===== src/rtl/ddr3_calc_pkg.sv =====
package ddr3_calc_pkg;
  localparam int RATE_HI    = 1066;
  localparam int RATE_LO    = 800;
  localparam int CLK_HI_MAX = 528;
  localparam int CWL_HI     = 4;
  localparam int CWL_LO     = 3;
  localparam int CKW        = 10;
  localparam int PS_MHZ     = 1000000;
  localparam int NSTEP      = 17;

  typedef enum logic [4:0] {
    ST_PER, ST_P10, ST_RFC, ST_XS, ST_XP, ST_CKE, ST_FAW, ST_RRD, ST_XPDLL,
    ST_CKSRE, ST_AONPD, ST_WR, ST_MRD, ST_RC, ST_RAS, ST_CL, ST_RP
  } step_e;

  typedef enum logic [1:0] {S_IDLE, S_ISSUE, S_WAIT, S_DONE} fsm_e;

  function automatic int rfc_ps(input logic [3:0] d);
    case (d)
      4'd1:    return 110000;
      4'd2:    return 160000;
      4'd4:    return 260000;
      4'd8:    return 350000;
      default: return 0;
    endcase
  endfunction

  function automatic logic dens_ok(input logic [3:0] d);
    return (d == 4'd1) || (d == 4'd2) || (d == 4'd4) || (d == 4'd8);
  endfunction

  function automatic int imax(input int a, input int b);
    return (a > b) ? a : b;
  endfunction
endpackage


===== src/rtl/ddr3_clk_sel.sv =====
module ddr3_clk_sel
  import ddr3_calc_pkg::*;
#(
  parameter int RW = 16
) (
  input  logic [RW-1:0]  rate_i,
  input  logic           fam_hi_i,
  output logic [CKW-1:0] clk_mhz_o,
  output logic [2:0]     cwl_o,
  output logic           fast_o,
  output logic           bad_o
);
  logic [RW-1:0] cap;
  logic [RW-1:0] half;

  always_comb begin
    if (fam_hi_i) cap = (rate_i > RW'(RATE_HI)) ? RW'(RATE_HI) : rate_i;
    else          cap = (rate_i > RW'(RATE_LO)) ? RW'(RATE_LO) : rate_i;
    half   = cap >> 1;
    fast_o = (cap == RW'(RATE_HI));
    bad_o  = !((cap == RW'(RATE_LO)) || fast_o);
    cwl_o  = fam_hi_i ? 3'(CWL_HI) : 3'(CWL_LO);
    if (fam_hi_i && (half > RW'(CLK_HI_MAX))) clk_mhz_o = CKW'(CLK_HI_MAX);
    else                                      clk_mhz_o = CKW'(half);
  end
endmodule


===== src/rtl/ddr3_step_gen.sv =====
module ddr3_step_gen
  import ddr3_calc_pkg::*;
#(
  parameter int DW = 20,
  parameter int BW = 16,
  parameter int W  = 16,
  parameter int TW = 16
) (
  input  step_e          step_i,
  input  logic [CKW-1:0] clk_mhz_i,
  input  logic [W-1:0]   per_i,
  input  logic [W-1:0]   per10_i,
  input  logic           fast_i,
  input  logic           page_i,
  input  logic [3:0]     dens_i,
  input  logic [TW-1:0]  trc_i,
  input  logic [TW-1:0]  tras_i,
  input  logic [TW-1:0]  trcd_i,
  output logic [DW-1:0]  num_o,
  output logic [BW-1:0]  den_o,
  output logic           ceil_o,
  output logic [1:0]     sub_o
);
  int p, num_v, den_v;

  always_comb begin
    p      = int'(per_i);
    den_v  = p;
    ceil_o = 1'b1;
    sub_o  = 2'd1;
    num_v  = 0;
    case (step_i)
      ST_PER:   begin num_v = PS_MHZ; den_v = int'(clk_mhz_i); ceil_o = 1'b0; sub_o = 2'd0; end
      ST_P10:   begin num_v = p; den_v = 10; ceil_o = 1'b0; sub_o = 2'd0; end
      ST_RFC:   num_v = rfc_ps(dens_i);
      ST_XS:    num_v = rfc_ps(dens_i) + 10000;
      ST_XP:    num_v = imax(3 * p, 7500);
      ST_CKE:   num_v = imax(3 * p, fast_i ? 5625 : 7500);
      ST_FAW:   num_v = page_i ? (fast_i ? 37500 : 40000) : 50000;
      ST_RRD:   num_v = imax(4 * p, (fast_i && page_i) ? 7500 : 10000);
      ST_XPDLL: num_v = imax(10 * p, 24000);
      ST_CKSRE: begin num_v = imax(5 * p, 10000); sub_o = 2'd0; end
      ST_AONPD: num_v = 2000;
      ST_WR:    num_v = 15000;
      ST_MRD:   num_v = imax(12 * p, 15000);
      ST_RC:    begin num_v = int'(trc_i);  den_v = int'(per10_i); end
      ST_RAS:   begin num_v = int'(tras_i); den_v = int'(per10_i); end
      ST_CL:    begin num_v = int'(trcd_i); den_v = int'(per10_i); sub_o = 2'd3; end
      ST_RP:    begin num_v = int'(trcd_i); den_v = int'(per10_i); end
      default:  num_v = 0;
    endcase
    num_o = DW'(num_v);
    den_o = BW'(den_v);
  end
endmodule


===== src/rtl/ddr3_ceil_div.sv =====
module ddr3_ceil_div #(
  parameter int DW = 20,
  parameter int BW = 16,
  parameter int QW = 16
) (
  input  logic          clk_i,
  input  logic          rst_ni,
  input  logic          start_i,
  input  logic          ceil_i,
  input  logic [DW-1:0] num_i,
  input  logic [BW-1:0] den_i,
  output logic          done_o,
  output logic [QW-1:0] quot_o
);
  localparam int NW = DW + 1;
  localparam int CW = $clog2(NW + 1);

  logic [NW-1:0] num_q;
  logic [BW-1:0] den_q, rem_q, rem_nx;
  logic [CW-1:0] cnt_q;
  logic          busy_q, done_q;
  logic [BW:0]   shifted, diff;
  logic          ge;

  always_comb begin
    shifted = {rem_q, num_q[NW-1]};
    ge      = shifted >= {1'b0, den_q};
    diff    = shifted - {1'b0, den_q};
    rem_nx  = ge ? diff[BW-1:0] : shifted[BW-1:0];
  end

  always_ff @(posedge clk_i or negedge rst_ni) begin
    if (!rst_ni) begin
      num_q  <= '0;
      den_q  <= '0;
      rem_q  <= '0;
      cnt_q  <= '0;
      busy_q <= 1'b0;
      done_q <= 1'b0;
    end else begin
      done_q <= 1'b0;
      if (start_i) begin
        // ceiling as floor of (a + b - 1) / b
        num_q  <= ceil_i ? (NW'(num_i) + NW'(den_i) - NW'(1)) : NW'(num_i);
        den_q  <= den_i;
        rem_q  <= '0;
        cnt_q  <= CW'(NW);
        busy_q <= 1'b1;
      end else if (busy_q) begin
        rem_q <= rem_nx;
        num_q <= {num_q[NW-2:0], ge};
        cnt_q <= cnt_q - CW'(1);
        if (cnt_q == CW'(1)) begin
          busy_q <= 1'b0;
          done_q <= 1'b1;
        end
      end
    end
  end

  assign done_o = done_q;
  assign quot_o = num_q[QW-1:0];

  a_r3_rem_below_den: assert property (@(posedge clk_i) disable iff (!rst_ni)
    busy_q |-> (rem_q < den_q));
  a_r11_div_finishes: assert property (@(posedge clk_i) disable iff (!rst_ni)
    (busy_q && !start_i && cnt_q == CW'(1)) |=> (done_q && !busy_q));
endmodule


===== src/rtl/ddr3_timing_calc.sv =====
module ddr3_timing_calc
  import ddr3_calc_pkg::*;
#(
  parameter int RW = 16,
  parameter int TW = 16,
  parameter int W  = 16,
  parameter int DW = 20,
  parameter int BW = 16
) (
  input  logic          clk_i,
  input  logic          rst_ni,
  input  logic          start_i,
  input  logic [RW-1:0] rate_i,
  input  logic          fam_hi_i,
  input  logic [3:0]    dens_i,
  input  logic          page_i,
  input  logic [TW-1:0] trc_i,
  input  logic [TW-1:0] tras_i,
  input  logic [TW-1:0] trcd_i,
  output logic          busy_o,
  output logic          done_o,
  output logic          err_o,
  output logic [2:0]    cwl_o,
  output logic [W-1:0]  clkper_o,
  output logic [W-1:0]  trfc_o,
  output logic [W-1:0]  txs_o,
  output logic [W-1:0]  txp_o,
  output logic [W-1:0]  tcke_o,
  output logic [W-1:0]  tfaw_o,
  output logic [W-1:0]  trrd_o,
  output logic [W-1:0]  txpdll_o,
  output logic [W-1:0]  tcksre_o,
  output logic [W-1:0]  taonpd_o,
  output logic [W-1:0]  twr_o,
  output logic [W-1:0]  tmrd_o,
  output logic [W-1:0]  trc_o,
  output logic [W-1:0]  tras_o,
  output logic [W-1:0]  tcl_o,
  output logic [W-1:0]  trp_o
);
  fsm_e           state_q;
  step_e          step_q;
  logic [W-1:0]   res_q [NSTEP];
  logic [CKW-1:0] clk_q;
  logic           fast_q, page_q, err_q;
  logic [3:0]     dens_q;
  logic [TW-1:0]  trc_q, tras_q, trcd_q;
  logic [2:0]     cwl_q;

  logic [CKW-1:0] clk_w;
  logic [2:0]     cwl_w;
  logic           fast_w, spd_bad_w, bad_w;
  logic [DW-1:0]  num_w;
  logic [BW-1:0]  den_w;
  logic           ceil_w, div_done_w;
  logic [1:0]     sub_w;
  logic [W-1:0]   quot_w;
  logic           idle_w;

  ddr3_clk_sel #(.RW(RW)) u_clk_sel (
    .rate_i(rate_i), .fam_hi_i(fam_hi_i), .clk_mhz_o(clk_w),
    .cwl_o(cwl_w), .fast_o(fast_w), .bad_o(spd_bad_w)
  );

  ddr3_step_gen #(.DW(DW), .BW(BW), .W(W), .TW(TW)) u_step_gen (
    .step_i(step_q), .clk_mhz_i(clk_q), .per_i(res_q[ST_PER]),
    .per10_i(res_q[ST_P10]), .fast_i(fast_q), .page_i(page_q),
    .dens_i(dens_q), .trc_i(trc_q), .tras_i(tras_q), .trcd_i(trcd_q),
    .num_o(num_w), .den_o(den_w), .ceil_o(ceil_w), .sub_o(sub_w)
  );

  ddr3_ceil_div #(.DW(DW), .BW(BW), .QW(W)) u_div (
    .clk_i(clk_i), .rst_ni(rst_ni), .start_i(state_q == S_ISSUE),
    .ceil_i(ceil_w), .num_i(num_w), .den_i(den_w),
    .done_o(div_done_w), .quot_o(quot_w)
  );

  assign bad_w  = spd_bad_w || !dens_ok(dens_i);
  assign idle_w = (state_q == S_IDLE) || (state_q == S_DONE);

  always_ff @(posedge clk_i or negedge rst_ni) begin
    if (!rst_ni) begin
      state_q <= S_IDLE;
      step_q  <= ST_PER;
      for (int i = 0; i < NSTEP; i++) res_q[i] <= '0;
      clk_q   <= '0;
      fast_q  <= 1'b0;
      page_q  <= 1'b0;
      err_q   <= 1'b0;
      dens_q  <= '0;
      trc_q   <= '0;
      tras_q  <= '0;
      trcd_q  <= '0;
      cwl_q   <= '0;
    end else begin
      case (state_q)
        S_IDLE, S_DONE: begin
          if (start_i) begin
            for (int i = 0; i < NSTEP; i++) res_q[i] <= '0;
            clk_q   <= clk_w;
            fast_q  <= fast_w;
            page_q  <= page_i;
            dens_q  <= dens_i;
            trc_q   <= trc_i;
            tras_q  <= tras_i;
            trcd_q  <= trcd_i;
            err_q   <= bad_w;
            cwl_q   <= bad_w ? 3'd0 : cwl_w;
            step_q  <= ST_PER;
            state_q <= bad_w ? S_DONE : S_ISSUE;
          end
        end
        S_ISSUE: state_q <= S_WAIT;
        S_WAIT: begin
          if (div_done_w) begin
            res_q[step_q] <= quot_w - W'(sub_w);
            if (step_q == ST_RP) begin
              state_q <= S_DONE;
            end else begin
              step_q  <= step_e'(step_q + 5'd1);
              state_q <= S_ISSUE;
            end
          end
        end
        default: state_q <= S_IDLE;
      endcase
    end
  end

  assign busy_o   = !idle_w;
  assign done_o   = (state_q == S_DONE);
  assign err_o    = err_q;
  assign cwl_o    = cwl_q;
  assign clkper_o = res_q[ST_PER];
  assign trfc_o   = res_q[ST_RFC];
  assign txs_o    = res_q[ST_XS];
  assign txp_o    = res_q[ST_XP];
  assign tcke_o   = res_q[ST_CKE];
  assign tfaw_o   = res_q[ST_FAW];
  assign trrd_o   = res_q[ST_RRD];
  assign txpdll_o = res_q[ST_XPDLL];
  assign tcksre_o = res_q[ST_CKSRE];
  assign taonpd_o = res_q[ST_AONPD];
  assign twr_o    = res_q[ST_WR];
  assign tmrd_o   = res_q[ST_MRD];
  assign trc_o    = res_q[ST_RC];
  assign tras_o   = res_q[ST_RAS];
  assign tcl_o    = res_q[ST_CL];
  assign trp_o    = res_q[ST_RP];

  a_r11_done_busy_excl: assert property (@(posedge clk_i) disable iff (!rst_ni)
    !(done_o && busy_o));
  a_r10_hold: assert property (@(posedge clk_i) disable iff (!rst_ni)
    (done_o && !start_i) |=> (done_o && $stable(trfc_o) && $stable(clkper_o) && $stable(err_o)));
  a_r9_err_zero: assert property (@(posedge clk_i) disable iff (!rst_ni)
    err_o |-> (clkper_o == '0 && trfc_o == '0 && tcl_o == '0 && cwl_o == 3'd0));
  a_r2_cwl_range: assert property (@(posedge clk_i) disable iff (!rst_ni)
    (done_o && !err_o) |-> (cwl_o == 3'(CWL_HI) || cwl_o == 3'(CWL_LO)));
  a_r3_period_range: assert property (@(posedge clk_i) disable iff (!rst_ni)
    (done_o && !err_o) |-> (clkper_o == W'(PS_MHZ / CLK_HI_MAX) || clkper_o == W'(PS_MHZ / (RATE_LO / 2))));
  a_r10_busy_start_ignored: assert property (@(posedge clk_i) disable iff (!rst_ni)
    (busy_o && start_i && state_q == S_ISSUE) |=> (state_q == S_WAIT));
endmodule


===== config.mk =====
export PLATFORM = sky130hd
export DESIGN_NAME = ddr3_timing_calc
export DESIGN_NICKNAME = d
export VERILOG_FILES = /design/src/rtl/ddr3_calc_pkg.sv /design/src/rtl/ddr3_clk_sel.sv /design/src/rtl/ddr3_step_gen.sv /design/src/rtl/ddr3_ceil_div.sv /design/src/rtl/ddr3_timing_calc.sv
export SDC_FILE = /design/constraint.sdc
export NUM_CORES = 1
export LEC_CHECK = 0
export ABC_AREA = 1
export ABC_CLOCK_PERIOD_IN_PS = 5960
export BUFFER_PORTS_ARGS = -buffer_cell sky130_fd_sc_hd__buf_2
export CORE_ASPECT_RATIO = 1.2
export CORE_MARGIN = 2
export CORE_UTILIZATION = 50
export DETAILED_ROUTE_END_ITERATION = 12
export PLACE_DENSITY = 0.71
export SLEW_MARGIN = 20
export SYNTH_ARGS = -nofsm -noshare
export SYNTH_HDL_FRONTEND = slang
export SYNTH_SLANG_ARGS = --single-unit
export TNS_END_PERCENT = 10

===== constraint.sdc =====
create_clock -name clk_i -period 5.96 [get_ports clk_i]
set_clock_uncertainty 0.1 [all_clocks]
set_input_delay 1.788 -clock clk_i [delete_from_list [all_inputs] [get_ports clk_i]]
set_output_delay 1.788 -clock clk_i [all_outputs]
set_load 0.02 [all_outputs]

==> impl_metrics.json, run 1 <==
{
  "status": "complete, no violations",
  "hold_depth": 2,
  "setup-tns-final_ns": 0,
  "p_int_mw": 4.28,
  "die_x_um": 209,
  "grt_usage": 0.328,
  "p_leak_nw": 15.4,
  "p_sw_mw": 1.23,
  "layoutNonFillerInstCount": 4103,
  "clockPowerShare": 0.481,
  "mostFrequentLayoutCells": "nand2_1 (619), inv_1 (408), dfrtp_1 (399)",
  "finalWeightedCongestion": 1.04,
  "drt_iter0_drc": 2355,
  "peakVddDrop_mv": 0.172,
  "start_util": 0.504,
  "dr.pass1.iters": 6,
  "crit_family": "simple AND/OR/NAND/NOR gates",
  "setup_viol": 0,
  "ys_ff_latch": 406,
  "synthesis.area_um2": 25300,
  "synth_edf_count": 0,
  "cts_tree": "done",
  "min_period_over_period": 0.938,
  "slowest_delay_ns": 0.60,
  "antenna_found_initial": 1,
  "hpwl_um": 65600,
  "cp_common_cell": "nand2_1",
  "hold_start": "trc_q[13]",
  "largest_reg_flops": 21,
  "critPathCaptureType": "flop",
  "hold_violations": 0,
  "reg2reg_depth": 32,
  "ant_nets": 0,
  "clk_pin_slew_ns": 0.06,
  "synthCells": 3246,
  "worst_path_max_delay_cell": "dfrtp_1",
  "regMostFlops": "u_div.num_q",
  "die_h_um": 250,
  "p_per_area_nw_per_um2": 194,
  "yosys.area.top_type_share": 0.402,
  "finalNetCount": 3634,
  "power_switching_share": 0.223,
  "min_to": "trc_q[13]",
  "startpoint_type": "flop",
  "slew_violations": 0,
  "wl_per_cell_um": 21.2,
  "finalCriticalPeriod_ns": 5.59,
  "reg2reg_from": "clkper_o[5]",
  "cp.required_ns": 6.32,
  "antenna_cells": 0,
  "clock-sinks": 406,
  "die_area_um2": 52300,
  "regToRegSetupSlack_ns": 0.37,
  "fmax_ghz": 0.179,
  "relSlewSlack": 0.374,
  "async_flop_share": 1.00,
  "synth_seq_area_share": 0.402,
  "cts_made_buffers": 42,
  "ys_types": 56,
  "cap_violations": 0,
  "hold_class": "flop to flop",
  "dr_total_vias": 23100,
  "worst-path-buf-inv": 7,
  "seq_power_share": 0.500,
  "cp_max_fo": 8,
  "routed_wl_um": 86800,
  "ios": 335,
  "fin_total_pwr_mw": 5.51,
  "cts-root-buf": "clkbuf_16",
  "yosys.area.top_type": "dfrtp_1",
  "synth_nets": 3454,
  "place_inst": 4019,
  "synthFlopType": "dfrtp_1",
  "synth.area.top_cells": "dfrtp_1 (40%), nand2_1 (9.3%), buf_4 (7.6%)",
  "grt_max_degree": 120,
  "h-tree-depth": 2,
  "grt_pass1_wl_um": 132000,
  "syn_avg_cell_area_um2": 7.78,
  "numPortBuffers": 334,
  "ys_warn_count": 0,
  "overflow": 0,
  "grt_pass1_vias": 22400,
  "combPwrFrac": 0.019,
  "layout_commonest_cell": "nand2_1",
  "num_rows": 90,
  "final_core_util": 0.566,
  "core_area_um2": 50100,
  "area_growth_pct": 12.2,
  "cp.arrival_ns": 5.95,
  "worstSetupPathType": "flop to flop",
  "worst_slew_pin_slew_ns": 0.938,
  "vias_per_cell": 5.63,
  "final_layout_size_suffix_gt1_frac": 0.197,
  "clockBufferDepth": 3,
  "clock_latency_ns": 0.59,
  "timing.rr.end": "u_div.num_q[13]",
  "post-route-drc-count": 0
}
[what timing repair did]
| action | 4_1_cts | 5_1_grt |
|---|---|---|
| setup buffers | 0 | 7 |
| hold buffers | 0 | 0 |
| resized for setup | 0 | 43 |
| endpoints found under the setup margin | 0 | 15 |
[synth_stat cells, types with 9 or more instances]
| master | number |
|---|---|
| nand2_1 | 623 |
| inv_1 | 410 |
| dfrtp_1 | 406 |
| o21ai_0 | 325 |
| nand3_1 | 274 |
| buf_4 | 257 |
| nor2_1 | 181 |
| ha_1 | 130 |
| o22ai_1 | 125 |
| a21oi_1 | 104 |
| clkbuf_1 | 102 |
| nand4_1 | 36 |
| nor3_1 | 29 |
| xor2_1 | 27 |
| nand2_2 | 17 |
| a221oi_1 | 15 |
| o211ai_1 | 13 |
| o221ai_1 | 13 |
| o21ai_1 | 12 |
| inv_2 | 10 |
| xnor2_1 | 9 |
[metrics by stage]
stage | worst slack [ns] | area [um2] | hold slack (ns)
after floorplan | 0.931 | 25300 | 0.344
after global placement | 0.163 | 26800 | 0.363
after detailed placement | 0.182 | 26800 | 0.366
after CTS | 0.143 | 28100 | 0.383
after global routing | -0.0114 | 28300 | 0.399
final | 0.367 | 28300 | 0.378
[worst max path at each step]
stage | start | end | slack, ns | cells after the start
3_5_place_dp | clkper_o[0] | u_div.num_q[13] | 0.18 | 34
4_1_cts | clkper_o[0] | u_div.num_q[13] | 0.14 | 34
5_1_grt | clkper_o[5] | u_div.num_q[20] | -0.01 | 36
6_report | clkper_o[5] | u_div.num_q[13] | 0.37 | 32
2_1_floorplan | clkper_o[1] | u_div.num_q[15] | 0.93 | 31
3_3_place_gp | clkper_o[0] | u_div.num_q[13] | 0.16 | 34
[layout make-up]
class | count | area [um2]
well taps | 644 | 806
flip-flops and latches | 406 | 10200
inverters | 423 | 1590
clock buffers | 60 | 1230
clock inverters | 17 | 151
fillers | 4724 | 21800
multi-input cells | 2050 | 11400
repair buffers | 503 | 3000
[power by group through the flow]
stage / sequential (mW) / clock, mW / combinational (mW)
floorplan: 2.81 / 0 / 0.0134
global placement: 2.81 / 0 / 0.108
detailed placement: 2.81 / 0 / 0.108
CTS: 2.76 / 2.69 / 0.108
global route: 2.75 / 2.80 / 0.121
finish: 2.76 / 2.65 / 0.104
[layer usage]
metal  up-vias  track usage  part of all wire
li1      10900            -                 -
met1     11000        0.423              0.41
met2      1008        0.540              0.46
met3       240       0.0574             0.076
met4         0        0.150             0.049
met5         -            0                 0
[cells by family (layout without fill, tap and decap cells)]
kind of cell	after synthesis	after routing	synth area share
simple gates	1218	1218	0.212
buf+inv	790	1003	0.156
compound gates	661	661	0.149
flops	406	406	0.402
fa+ha+maj	135	135	0.0684
xor+xnor	36	36	0.0125
[worst min-delay path, stage by stage, from the launching register on]
cell,delay [ns]
dfrtp_1,0.34
nand2_1,0.05
nand2_1,0.05
No activity file was read; power rests on OpenSTA's default activity.
==> run 2: changes to the inputs <==
--- a/config.mk
+++ b/config.mk
@@ -12,9 +12,9 @@
 export CORE_MARGIN = 2
 export CORE_UTILIZATION = 50
 export DETAILED_ROUTE_END_ITERATION = 12
-export PLACE_DENSITY = 0.71
+export PLACE_DENSITY_LB_ADDON = 0.08
 export SLEW_MARGIN = 20
 export SYNTH_ARGS = -nofsm -noshare
 export SYNTH_HDL_FRONTEND = slang
 export SYNTH_SLANG_ARGS = --single-unit
-export TNS_END_PERCENT = 10
+export TNS_END_PERCENT = 20
==> run 2 against run 1 <==
Highest routed layer is now met5. Hold slack is essentially flat. Global-route usage increased by 1.1 points. Via count increased by 0.32%. Sequential power barely moved. Setup slack improved by 0.0053 ns. Combinational power about the same. Utilization barely moved. Largest cell class unchanged. Cell area about the same. Maximum frequency is essentially flat. Non-clock buffer count rose by 6.
==> impl_metrics.json, run 2 (synthesis results as in run 1) <==
{
  "layout_commonest_cell": "nand2_1",
  "timing.rr.end": "u_div.num_q[17]",
  "hold_class": "flop to flop",
  "p_per_area_nw_per_um2": 192,
  "grt_pass1_vias": 22400,
  "wl_per_cell_um": 21.8,
  "worstSetupPathType": "flop to flop",
  "h-tree-depth": 2,
  "cts_hold_buf": 0,
  "num_rows": 90,
  "cap_violations": 0,
  "worstSetupStartpoint": "clkper_o[11]",
  "final_layout_size_suffix_gt1_frac": 0.196,
  "die_x_um": 209,
  "antenna_found_initial": 2,
  "reg2reg_from": "clkper_o[11]",
  "post-route-drc-count": 0,
  "slowest_delay_ns": 0.65,
  "cp.required_ns": 6.32,
  "multiInputGateArea_um2": 11400,
  "final_core_util": 0.565,
  "ios": 335,
  "regToRegSetupSlack_ns": 0.37,
  "cp_max_fo": 6,
  "startpoint_type": "flop",
  "finalCriticalPeriod_ns": 5.59,
  "core_area_um2": 50100,
  "numPortBuffers": 334,
  "hold_depth": 2,
  "clockBufferDepth": 3,
  "crit_path_end": "u_div.num_q[17]",
  "p_leak_nw": 15.4,
  "peakVddDrop_mv": 0.215,
  "cts_tree": "done",
  "grt_pass1_wl_um": 136000,
  "fill_cells": 4800,
  "setup-tns-final_ns": 0,
  "layoutNonFillerInstCount": 4105,
  "grt_usage": 0.339,
  "cts-root-buf": "clkbuf_16",
  "min_period_over_period": 0.937,
  "clk_pin_slew_ns": 0.06,
  "worst_path_max_delay_cell": "dfrtp_1",
  "worst_slew_pin_slew_ns": 0.949,
  "critPathCaptureType": "flop",
  "setup_viol": 0,
  "finalNetCount": 3640,
  "hpwl_um": 67500,
  "die_h_um": 250,
  "fin_total_pwr_mw": 5.44,
  "cp.arrival_ns": 5.95,
  "finalWeightedCongestion": 1.00,
  "ff_latch_area_um2": 10200,
  "ant_nets": 0,
  "dr_total_vias": 23200,
  "regMostFlops": "u_div.num_q",
  "hold_violations": 0,
  "overflow": 0,
  "fmax_ghz": 0.179,
  "clock-sinks": 406,
  "vias_per_cell": 5.65,
  "place_inst": 4030,
  "dr.pass1.iters": 6,
  "start_util": 0.504,
  "relSlewSlack": 0.367,
  "slew_violations": 0,
  "die_area_um2": 52300,
  "clock_latency_ns": 0.60,
  "cts_made_buffers": 42,
  "area_growth_pct": 12.2,
  "mostFrequentLayoutCells": "nand2_1 (618), inv_1 (409), dfrtp_1 (400)",
  "drt_iter0_drc": 2313,
  "routed_wl_um": 89600,
  "reg2reg_depth": 28,
  "status": "complete, no violations",
  "largest_reg_flops": 21,
  "hold_ws_ns": 0.378,
  "grt_max_degree": 113
}
run 2: worst min-delay path by stage:
stage,start,to,slack (ns)
floorplan,trcd_q[2],trcd_q[2],0.34
global placement,cwl_o[2],cwl_o[2],0.36
detailed placement,tras_q[13],tras_q[13],0.37
CTS,trcd_q[6],trcd_q[6],0.38
global route,tras_q[8],tras_q[8],0.41
finish,trcd_q[6],trcd_q[6],0.38
run 2: per-layer routing:
| metal | routed length [um] | global-route usage | vias to the layer above | part of all wire |
|---|---|---|---|---|
| met4 | 3780 | 0.135 | 2 | 0.042 |
| li1 | - | - | 10900 | - |
| met3 | 5760 | 0.0441 | 166 | 0.064 |
| met5 | 10 | 0 | - | 0.00011 |
| met2 | 42000 | 0.558 | 899 | 0.47 |
| met1 | 38100 | 0.455 | 11200 | 0.43 |
run 2: report_power, final:
group          total (mW)  internal (mW)  switching, mW
registers            2.76           2.76              0
clock network        2.58           1.44           1.14
logic               0.102         0.0269         0.0755
run 2: area by class of cell:
| cell class | instances | share of cell area |
|---|---|---|
| clock inverter | 16 | 0.00548 |
| clock buffer | 56 | 0.0414 |
| sequential | 406 | 0.359 |
| multi-input combinational | 2050 | 0.402 |
| timing repair buffer | 509 | 0.108 |
| antenna | 1 | 0.0000883 |
| inverter | 423 | 0.0561 |
| tap | 644 | 0.0284 |
run 2: critical path: cells and delay by family (launching register included):
family | cells | cell delay (ns)
compound gates | 11 | 1.84
fa+ha+maj | 5 | 1.51
simple gates | 8 | 0.94
flops | 1 | 0.65
buf+inv | 4 | 0.44
run 2: metrics by stage:
stage,cell area (um2),setup slack [ns]
2_1_floorplan,25300,0.931
3_3_place_gp,26900,0.291
3_5_place_dp,26900,0.243
4_1_cts,28200,0.201
5_1_grt,28300,-0.00582
6_report,28300,0.373
run 2: timing repair:
action / CTS / global route
setup buffers: 0 / 2
endpoints found under the hold margin: 0 / 0
endpoints found under the setup margin: 0 / 13
gates resized for setup: 0 / 32
